### config.mk
export PLATFORM = sky130hd
export DESIGN_NAME = clk_stop_gate
export DESIGN_NICKNAME = d
export VERILOG_FILES = /design/src/rtl/clk_stop_gate_pkg.sv /design/src/rtl/cgs_sync.sv /design/src/rtl/cgs_window.sv /design/src/rtl/cgs_ctrl.sv /design/src/rtl/cgs_gate.sv /design/src/rtl/clk_stop_gate.sv
export SDC_FILE = /design/constraint.sdc
export NUM_CORES = 1
export LEC_CHECK = 0
export BUFFER_PORTS_ARGS = -buffer_cell sky130_fd_sc_hd__buf_2
export CORE_AREA = 10 10 47 49
export DETAILED_ROUTE_END_ITERATION = 10
export DIE_AREA = 0 0 57 59
export GPL_ROUTABILITY_DRIVEN = 0
export HOLD_SLACK_MARGIN = 0.06
export SYNTH_ARGS = -nofsm -noshare
export SYNTH_HDL_FRONTEND = slang
export SYNTH_SLANG_ARGS = --single-unit
### constraint.sdc
create_clock -name clk_src -period 3.1 [get_ports clk_src]
set_clock_uncertainty 0.15 [all_clocks]
set_input_delay 0.31 -clock clk_src [delete_from_list [all_inputs] [get_ports clk_src]]
set_output_delay 0.31 -clock clk_src [all_outputs]
set_load 0.01 [all_outputs]
### src/rtl/clk_stop_gate_pkg.sv
`timescale 1ns/1ps
package clk_stop_gate_pkg;
  typedef enum logic {
    GS_HALT = 1'b0,
    GS_RUN  = 1'b1
  } gate_state_e;
endpackage

### src/rtl/cgs_sync.sv
`timescale 1ns/1ps
// Level synchronizer for an active-low asynchronous input; idles high.
module cgs_sync #(
  parameter int STAGES = 2
) (
  input  logic clk,
  input  logic rst_n,
  input  logic d_n,
  output logic q_n
);
  logic [STAGES-1:0] chain_q;

  generate
    if (STAGES == 1) begin : g_single
      always_ff @(posedge clk or negedge rst_n) begin
        if (!rst_n) chain_q <= '1;
        else        chain_q <= d_n;
      end
    end else begin : g_multi
      always_ff @(posedge clk or negedge rst_n) begin
        if (!rst_n) chain_q <= '1;
        else        chain_q <= {chain_q[STAGES-2:0], d_n};
      end
    end
  endgenerate

  assign q_n = chain_q[STAGES-1];
endmodule

### src/rtl/cgs_window.sv
`timescale 1ns/1ps
// Counts running cycles since the last restart; saturates at the window end.
module cgs_window #(
  parameter int MIN_RUN = 10,
  parameter int CNT_W   = $clog2(MIN_RUN + 1)
) (
  input  logic clk,
  input  logic rst_n,
  input  logic restart,
  input  logic running,
  output logic done
);
  localparam logic [CNT_W-1:0] LIMIT = CNT_W'(MIN_RUN - 1);

  logic [CNT_W-1:0] cnt_q;

  assign done = (cnt_q >= LIMIT);

  always_ff @(posedge clk or negedge rst_n) begin
    if (!rst_n)                cnt_q <= '0;
    else if (restart)          cnt_q <= '0;
    else if (running && !done) cnt_q <= cnt_q + 1'b1;
  end
endmodule

### src/rtl/cgs_ctrl.sv
`timescale 1ns/1ps
// Stop/run decision with a pending flag for requests raised inside the window.
module cgs_ctrl
  import clk_stop_gate_pkg::*;
(
  input  logic clk,
  input  logic rst_n,
  input  logic stop_sync,
  input  logic win_done,
  output logic run,
  output logic restart
);
  gate_state_e state_q, state_d;
  logic        pend_q, pend_d;

  always_comb begin
    state_d = state_q;
    pend_d  = pend_q;
    restart = 1'b0;
    case (state_q)
      GS_RUN: begin
        if ((stop_sync || pend_q) && win_done) begin
          state_d = GS_HALT;
          pend_d  = 1'b0;
        end else if (stop_sync) begin
          pend_d = 1'b1;
        end
      end
      default: begin
        if (!stop_sync) begin
          state_d = GS_RUN;
          restart = 1'b1;
        end
      end
    endcase
  end

  always_ff @(posedge clk or negedge rst_n) begin
    if (!rst_n) begin
      state_q <= GS_HALT;
      pend_q  <= 1'b0;
    end else begin
      state_q <= state_d;
      pend_q  <= pend_d;
    end
  end

  assign run = (state_q == GS_RUN);
endmodule

### src/rtl/cgs_gate.sv
`timescale 1ns/1ps
// Enable registers load in the low phase, so the AND cannot glitch.
module cgs_gate (
  input  logic clk,
  input  logic rst_n,
  input  logic run,
  input  logic force_low,
  output logic clk_out,
  output logic halted
);
  logic run_lo_q;
  logic pd_lo_q;

  always_ff @(negedge clk or negedge rst_n) begin
    if (!rst_n) begin
      run_lo_q <= 1'b0;
      pd_lo_q  <= 1'b0;
    end else begin
      run_lo_q <= run;
      pd_lo_q  <= force_low;
    end
  end

  assign clk_out = clk & run_lo_q & ~pd_lo_q;
  assign halted  = ~run_lo_q;
endmodule

### src/rtl/clk_stop_gate.sv
`timescale 1ns/1ps
module clk_stop_gate #(
  parameter int MIN_RUN     = 10,
  parameter int SYNC_STAGES = 2
) (
  input  logic clk_src,
  input  logic rst_n,
  input  logic stop_req_n,
  input  logic force_low,
  output logic clk_gated,
  output logic clk_free,
  output logic stopped
);
  localparam int CNT_W = $clog2(MIN_RUN + 1);

  logic stop_sync_n;
  logic run;
  logic restart;
  logic win_done;

  cgs_sync #(.STAGES(SYNC_STAGES)) u_sync (
    .clk   (clk_src),
    .rst_n (rst_n),
    .d_n   (stop_req_n),
    .q_n   (stop_sync_n)
  );

  cgs_window #(.MIN_RUN(MIN_RUN), .CNT_W(CNT_W)) u_window (
    .clk     (clk_src),
    .rst_n   (rst_n),
    .restart (restart),
    .running (run),
    .done    (win_done)
  );

  cgs_ctrl u_ctrl (
    .clk       (clk_src),
    .rst_n     (rst_n),
    .stop_sync (~stop_sync_n),
    .win_done  (win_done),
    .run       (run),
    .restart   (restart)
  );

  cgs_gate u_gate (
    .clk       (clk_src),
    .rst_n     (rst_n),
    .run       (run),
    .force_low (force_low),
    .clk_out   (clk_gated),
    .halted    (stopped)
  );

  assign clk_free = clk_src;
endmodule

After elaboration in Yosys (flattened, before gate mapping):

Index checks and enable logic that the tools add are counted.

* add/subtract/negate cells: 1
* order comparisons: 1
* equal/unequal tests: 1
* mux-type cells: 8
* bitwise gates (word level): 5
* reduce and logical (&&, ||, !) cells: 6

Operators with widths (count)
* 4-bit 2-to-1 mux: 2
* 1-bit 2-to-1 mux: 6
* 4-bit by 1-bit adder with 4-bit output, second input constant: 1
* 4-bit greater-or-equal comparator, second input constant: 1
* 1-bit NOT: 3
* 1-bit bitwise AND: 2
* 1-bit logical AND: 2
* 2-bit by 1-bit != test with 1-bit output, second input constant: 1
* 2-bit AND reduction: 1
* 2-bit nonzero test: 1
* 1-bit logical NOT: 1
* 1-bit logical OR: 1

* register bits after elaboration: 10
* bits of input ports: 4
* output and inout bits: 3
* logic and storage cells: 28

Depth between registers and ports, before layout:

Gate-level depths: netlist (run 1).

* word-level depth: 5
* gate-level depth with buffers: 5
* gate-level depth less buffers: 5

By module:

From an unflattened synthesis (run 1), not the netlist that was laid out.

* cell total of the unflattened synthesis: 41
* area total of the unflattened synthesis: 464.2 um^2

By module, submodules not included
* cgs_window: instances 1, cells an instance 25, area an instance 252.7 um^2, seq. area each 100.1 um^2
* cgs_ctrl: instances 1, cells an instance 8, area an instance 85.1 um^2, seq. area each 50.0 um^2
* cgs_gate: instances 1, cells an instance 4, area an instance 62.6 um^2, seq. area each 50.0 um^2
* cgs_sync: instances 1, cells an instance 2, area an instance 52.6 um^2, seq. area each 52.6 um^2
* clk_stop_gate: instances 1, cells an instance 2, area an instance 11.3 um^2, seq. area each 0.0 um^2

==> metrics, run 1 <==
Startpoint Class=flop; Post-synth EDFFs=0; synthesized netlist cell count=41; WL/cell=12.0 um; gr usage total=0.0609; pre-CTS setup slack=0.472 ns; number of vias per cell=4.94; worst-path maximum fanout=2; leakage=0.305 nW; FP Rows=14; # fillers=154; area of the core=1400 sq um; power density cells=1070 nW/um^2; nets@finish=63; YS warnings=0; Final ANT Viol Nets=0; Die Y=59 um; vias in the first global route=390; die width=57 um; initial antenna violation count=0; post-synthesis cell type count=23; Worst path max stage delay=0.40 ns; Port Buffer Count=6; critical path cell sequence=nand2_1 > nor2_1 > buf_2; Synth Area in XOR/XNOR=0; first-pass detailed-route iteration total=4; hold_ws=0.182 ns; DR vias=356; reg2reg path depth=0; largest net degree at the start of global routing=12; signal arrival time at the worst endpoint=2.58 ns; actual slew at the worst max-slew pin=0.345 ns; later-pin clock latency in the skew report=0.37 ns; Compound-Gate Fraction of Synth Area=0.158; final worst-path setup slack=0.0565 ns; Hold Fails Final Rpt=0; maxcap violations=0; number of diodes=0; syn_area_per_cell=11.4 sq um; Final setup viols=0; outcome=completed; Iter 0 DRT Violations=11; post-synth net total=48; HP Class=input port to asynchronous set/reset pin; post-synthesis adder-cell area fraction=0.0802; Seq/Total Area, Yosys=0.540; Initial Utilization=0.334; Max VDD drop=0.000520 V; Worst Setup End Kind=output port; RSZ-0062 raised after global routing=yes; setup repair bufs after CTS=0; Residual DRC=0; Detail Placement HPWL=565 um; FFs w/ async S/R, synth=1.00; Post-CTS Resized=0; layout cell share with drive strength beyond 1=0.357; CP max-delay cell=dfrtn_1; mux share of post-synthesis cell area=0.0214; TritonCTS clock tree=done; wire length of the first global-routing pass=1500 um; Total Wirelength=866 um; area grow syn2layout=27.3%; Post-Synthesis Cell Area=468 sq um; I/O pins=7; Rel. slew slack=0.770; FF+latch count, synth=10; Synth Flop Type=dfrtp_1; Slew Viols, Final=0; largest family of logic cells by synthesized area=compound AO/OA/AOI/OAI gates; Crit Path Class=flop to output port; global route overflow=0; Die ar.=3360 sq um; Clk pin slew, worst setup/hold paths=0.07 ns; required time worst endpoint=2.64 ns; Synth Area in Simple Gates=0.134
layout by cell type, fill, tap and decap left out, types with 3 or more instances in the layout:
master,count
clkbuf_4,7
buf_2,6
dfrtp_1,6
ha_1,3
nand2_1,3
inv_1,5
worst paths after layout:
path,slack [ns],end,start
setup reg to reg,0.70,u_gate.run_lo_q$_DFF_NN0_,u_ctrl.run$_DFF_PN0_
hold reg to reg,0.21,u_sync.chain_q[1]$_DFF_PN1_,u_sync.chain_q[0]$_DFF_PN1_
setup / recovery,0.06,clk_gated,u_gate.run_lo_q$_DFF_NN0_
max in group asynchronous,0.97,u_gate.pd_lo_q$_DFF_NN0_,rst_n
min in group clk_src,0.21,u_sync.chain_q[1]$_DFF_PN1_,u_sync.chain_q[0]$_DFF_PN1_
hold / removal,0.18,u_window.cnt_q[0]$_DFFE_PN0P_,rst_n
cells in the mapped netlist, types with 2 or more instances:
master / instances / area [sq um]
nand2_1: 3 / 11.3
ha_1: 3 / 37.5
dfrtp_1: 6 / 150
dfrtn_1: 2 / 50.1
nor2_1: 2 / 7.51
dfstp_2: 2 / 52.6
a21o_1: 2 / 15.0
inv_1: 5 / 18.8
a21oi_1: 2 / 10.0
through the flow:
step	setup TNS [ns]	std cells	utilization	cell area, sq um	power [mW]
after floorplan	0	41	-	468	0.396
after global placement	0	61	0.361	505	0.429
after detailed placement	0	61	0.361	505	0.431
after CTS	0	72	0.425	596	0.651
after global routing	-0.0228	72	0.425	596	0.696
final	0	72	0.425	596	0.635
metal layers:
layer,share of wire,up-vias,track usage
met1,0.42,173,0.0533
met5,0,-,0
met4,0.0092,0,0.0570
met2,0.49,11,0.0791
met3,0.080,2,0.0601
li1,-,170,-
power by group:
group          total [mW]  switching, mW  internal, mW
Clock               0.238         0.0878         0.150
Sequential          0.231         0.0557         0.175
Combinational       0.166         0.0747        0.0916
flip-flops by register name (all words and copies together), names as in the netlist:
register,count
u_gate.run_lo_q,1
u_sync.chain_q,2
u_ctrl.run,1
u_gate.pd_lo_q,1
u_window.cnt_q,4
u_ctrl.pend_q,1
logic make-up after synthesis:
group / after synthesis
AND/OR/NAND/NOR: 10
buffers and inverters: 7
adder cells (fa/ha/maj): 3
multiplexers: 1
flip-flops: 10
AO/OA/AOI/OAI: 10
repair_timing:
action                                 4_1_cts  5_1_grt
hold buffers                                 2        0
endpoints found under the hold margin        9        0
setup endpoints to repair                    0        2
final cells by class:
type                    count  area, sq um  share of cell area
inverters                   5         18.8              0.0315
multi-input cells          24          184               0.309
clock buffers              11         80.1               0.134
flip-flops and latches     10          253               0.424
repair buffers              6         40.0              0.0672
well taps                  16         20.0              0.0336
worst max-delay path, delay by kind of cell (launching register included):
| family | cells | cell delay (ns) |
|---|---|---|
| and+or+nand+nor | 2 | 0.12 |
| buffers and inverters | 1 | 0.13 |
| DFF | 1 | 0.40 |
(Power assumes the default switching activity.)
==> inputs of run 2 (changes only) <==
--- a/config.mk
+++ b/config.mk
@@ -5,8 +5,9 @@
 export SDC_FILE = /design/constraint.sdc
 export NUM_CORES = 1
 export LEC_CHECK = 0
-export BUFFER_PORTS_ARGS = -buffer_cell sky130_fd_sc_hd__buf_2
+export BUFFER_PORTS_ARGS = -buffer_cell sky130_fd_sc_hd__clkbuf_2
 export CORE_AREA = 10 10 47 49
+export CTS_CLUSTER_DIAMETER = 60
 export DETAILED_ROUTE_END_ITERATION = 10
 export DIE_AREA = 0 0 57 59
 export GPL_ROUTABILITY_DRIVEN = 0
==> run 2 against run 1 <==
Compared with the run above: global-route usage grew 0.61 points; utilization down 0.71 points; critical path depth is the same; sequential share of layout area is 0.73 points higher; non-clock buffer count unchanged; largest cell class unchanged; count of clock-buffer cells in the layout is the same; clock power fell by 9.7%; die area stayed put; combinational power hardly changed; via count is 4.2% lower; flip-flop and latch count unchanged; sequential power barely moved.
==> metrics, run 2 (same netlist as run 1, synthesis figures left out) <==
CP max-delay cell=dfrtn_1; WL met1=345 um (-4.4%); signal arrival time at the worst endpoint=2.58 ns (about the same); area grow syn2layout=25.1%; Worst Setup End Kind=output port; Iter 0 DRT Violations=6 (-5); Comb pwr share=0.273 (+0.011); initial antenna violation count=0 (unchanged); Final Cell Area=586 sq um (-1.7%); total power=611 uW (-3.7%); later-pin clock latency in the skew report=0.37 ns (about the same); routed wl met2=462 um (+8.5%); HP Class=input port to asynchronous set/reset pin; Startpoint Class=flop; dpl cell area=505 sq um (unchanged); # fillers=146 (-5.2%); TritonCTS clock tree=done; vias in the first global route=398 (+2.1%); largest net degree at the start of global routing=12 (unchanged); first-pass detailed-route iteration total=2 (-2); leakage=0.299 nW (-1.7%); Hold Fails Final Rpt=0 (unchanged); non-filler cells, final=72 (unchanged); Inst Count DP=61 (unchanged); top routing layer used=met3; FP Rows=14 (unchanged); Worst path max stage delay=0.40 ns (about the same); Rel. slew slack=0.766 (-0.00424); DR vias=341 (-4.2%); layout cell share with drive strength beyond 1=0.339 (-0.0179); nets@finish=63 (unchanged); critical path cell sequence=nand2_1 > nor2_1 > buf_2; worst-path maximum fanout=2 (unchanged); cell internal pwr=395 uW (-5.2%); Clk pin slew, worst setup/hold paths=0.06 ns (about the same); die width=57 um (unchanged); maxcap violations=0 (unchanged); Final setup viols=0 (unchanged); delay-heaviest family, CP=flip-flops; reg2reg setup slack=0.70 ns (about the same); Slew Viols, Final=0 (unchanged); Final ANT Viol Nets=0 (unchanged); Buf/Inv on CP=1 (unchanged); clock share of power=0.352 (-0.023); Switching Share=0.354 (+0.0103); gr usage total=0.0670 (+0.00609); largest registers=u_window.cnt_q (4), u_sync.chain_q (2); power density cells=1040 nW/um^2 (-2.1%); Max VDD drop=0.000554 V (+6.5%); worst r2r dst=u_gate.run_lo_q$_DFF_NN0_; Total Wirelength=887 um (+2.4%); most frequent cells in the layout=clkbuf_4, dfrtp_1, inv_1, clkbuf_2; I/O pins=7 (unchanged); Residual DRC=0 (unchanged); area of the core=1400 sq um (unchanged); number of vias per cell=4.74 (-4.2%); Initial Utilization=0.334 (unchanged); outcome=completed; Psw=216 uW (-0.84%); Biggest register=u_window.cnt_q; required time worst endpoint=2.64 ns (about the same); Die ar.=3360 sq um (unchanged); commonest non-fill, non-tap cell in the layout=clkbuf_4; Die Y=59 um (unchanged); sequential power share=0.375 (+0.012); RSZ-0062 raised after global routing=yes; routed wl met3=80 um (+16%); reg2reg path depth=0 (unchanged); max FFs per register=4 (unchanged); Crit Path Class=flop to output port; actual slew at the worst max-slew pin=0.351 ns (+0.00636 ns); wire length of the first global-routing pass=1590 um (+6.0%); Crit Reg-Reg Startpoint=u_ctrl.run$_DFF_PN0_; Setup TNS=0 ns (unchanged); WL/cell=12.3 um (+2.4%); pre-CTS setup slack=0.463 ns (-0.00911 ns); final worst-path setup slack=0.0583 ns (+0.00184 ns); Port Buffer Count=6 (unchanged); number of diodes=0 (unchanged); global route overflow=0 (unchanged)
## run 2: per-stage QoR
step / util / hold slack [ns]
2_1_floorplan: - / -0.136
5_1_grt: 0.418 / 0.212
6_report: 0.418 / 0.186
4_1_cts: 0.418 / 0.174
3_5_place_dp: 0.361 / 0.0374
3_3_place_gp: 0.361 / 0.0336
## run 2: power groups by stage
stage,clock network (mW),registers [mW],logic [mW]
floorplan,0.0377,0.206,0.152
global placement,0.0358,0.232,0.161
detailed placement,0.0358,0.232,0.166
CTS,0.226,0.230,0.171
global route,0.243,0.238,0.192
finish,0.215,0.229,0.167
## run 2: metal layers
metal | vias to the layer above | global-route usage
met5 | - | 0
met3 | 0 | 0.0773
met2 | 8 | 0.0853
li1 | 170 | -
met4 | 0 | 0.0638
met1 | 163 | 0.0533
## run 2: repair_timing
action                     4_1_cts  5_1_grt
gates resized for setup          0        1
hold endpoints to repair         9        0
setup buffers                    0        0
hold buffers                     2        0
setup endpoints to repair        0        2
## run 2: worst max path at each step
stage	start	end	slack, ns	cells past startpoint
5_1_grt	u_gate.run_lo_q$_DFF_NN0_	clk_gated	-0.05	3
2_1_floorplan	u_gate.run_lo_q$_DFF_NN0_	clk_gated	0.50	2
4_1_cts	u_gate.run_lo_q$_DFF_NN0_	clk_gated	0.03	3
3_3_place_gp	u_gate.run_lo_q$_DFF_NN0_	clk_gated	0.47	3
3_5_place_dp	u_gate.run_lo_q$_DFF_NN0_	clk_gated	0.46	3
6_report	u_gate.run_lo_q$_DFF_NN0_	clk_gated	0.06	3
## run 2: layout make-up
cell class / count / area, sq um / area share
multi-input combinational: 24 / 184 / 0.314
inverter: 5 / 18.8 / 0.0321
tap: 16 / 20.0 / 0.0342
sequential: 10 / 253 / 0.432
timing repair buffer: 6 / 40.0 / 0.0684
clock buffer: 11 / 70.1 / 0.120
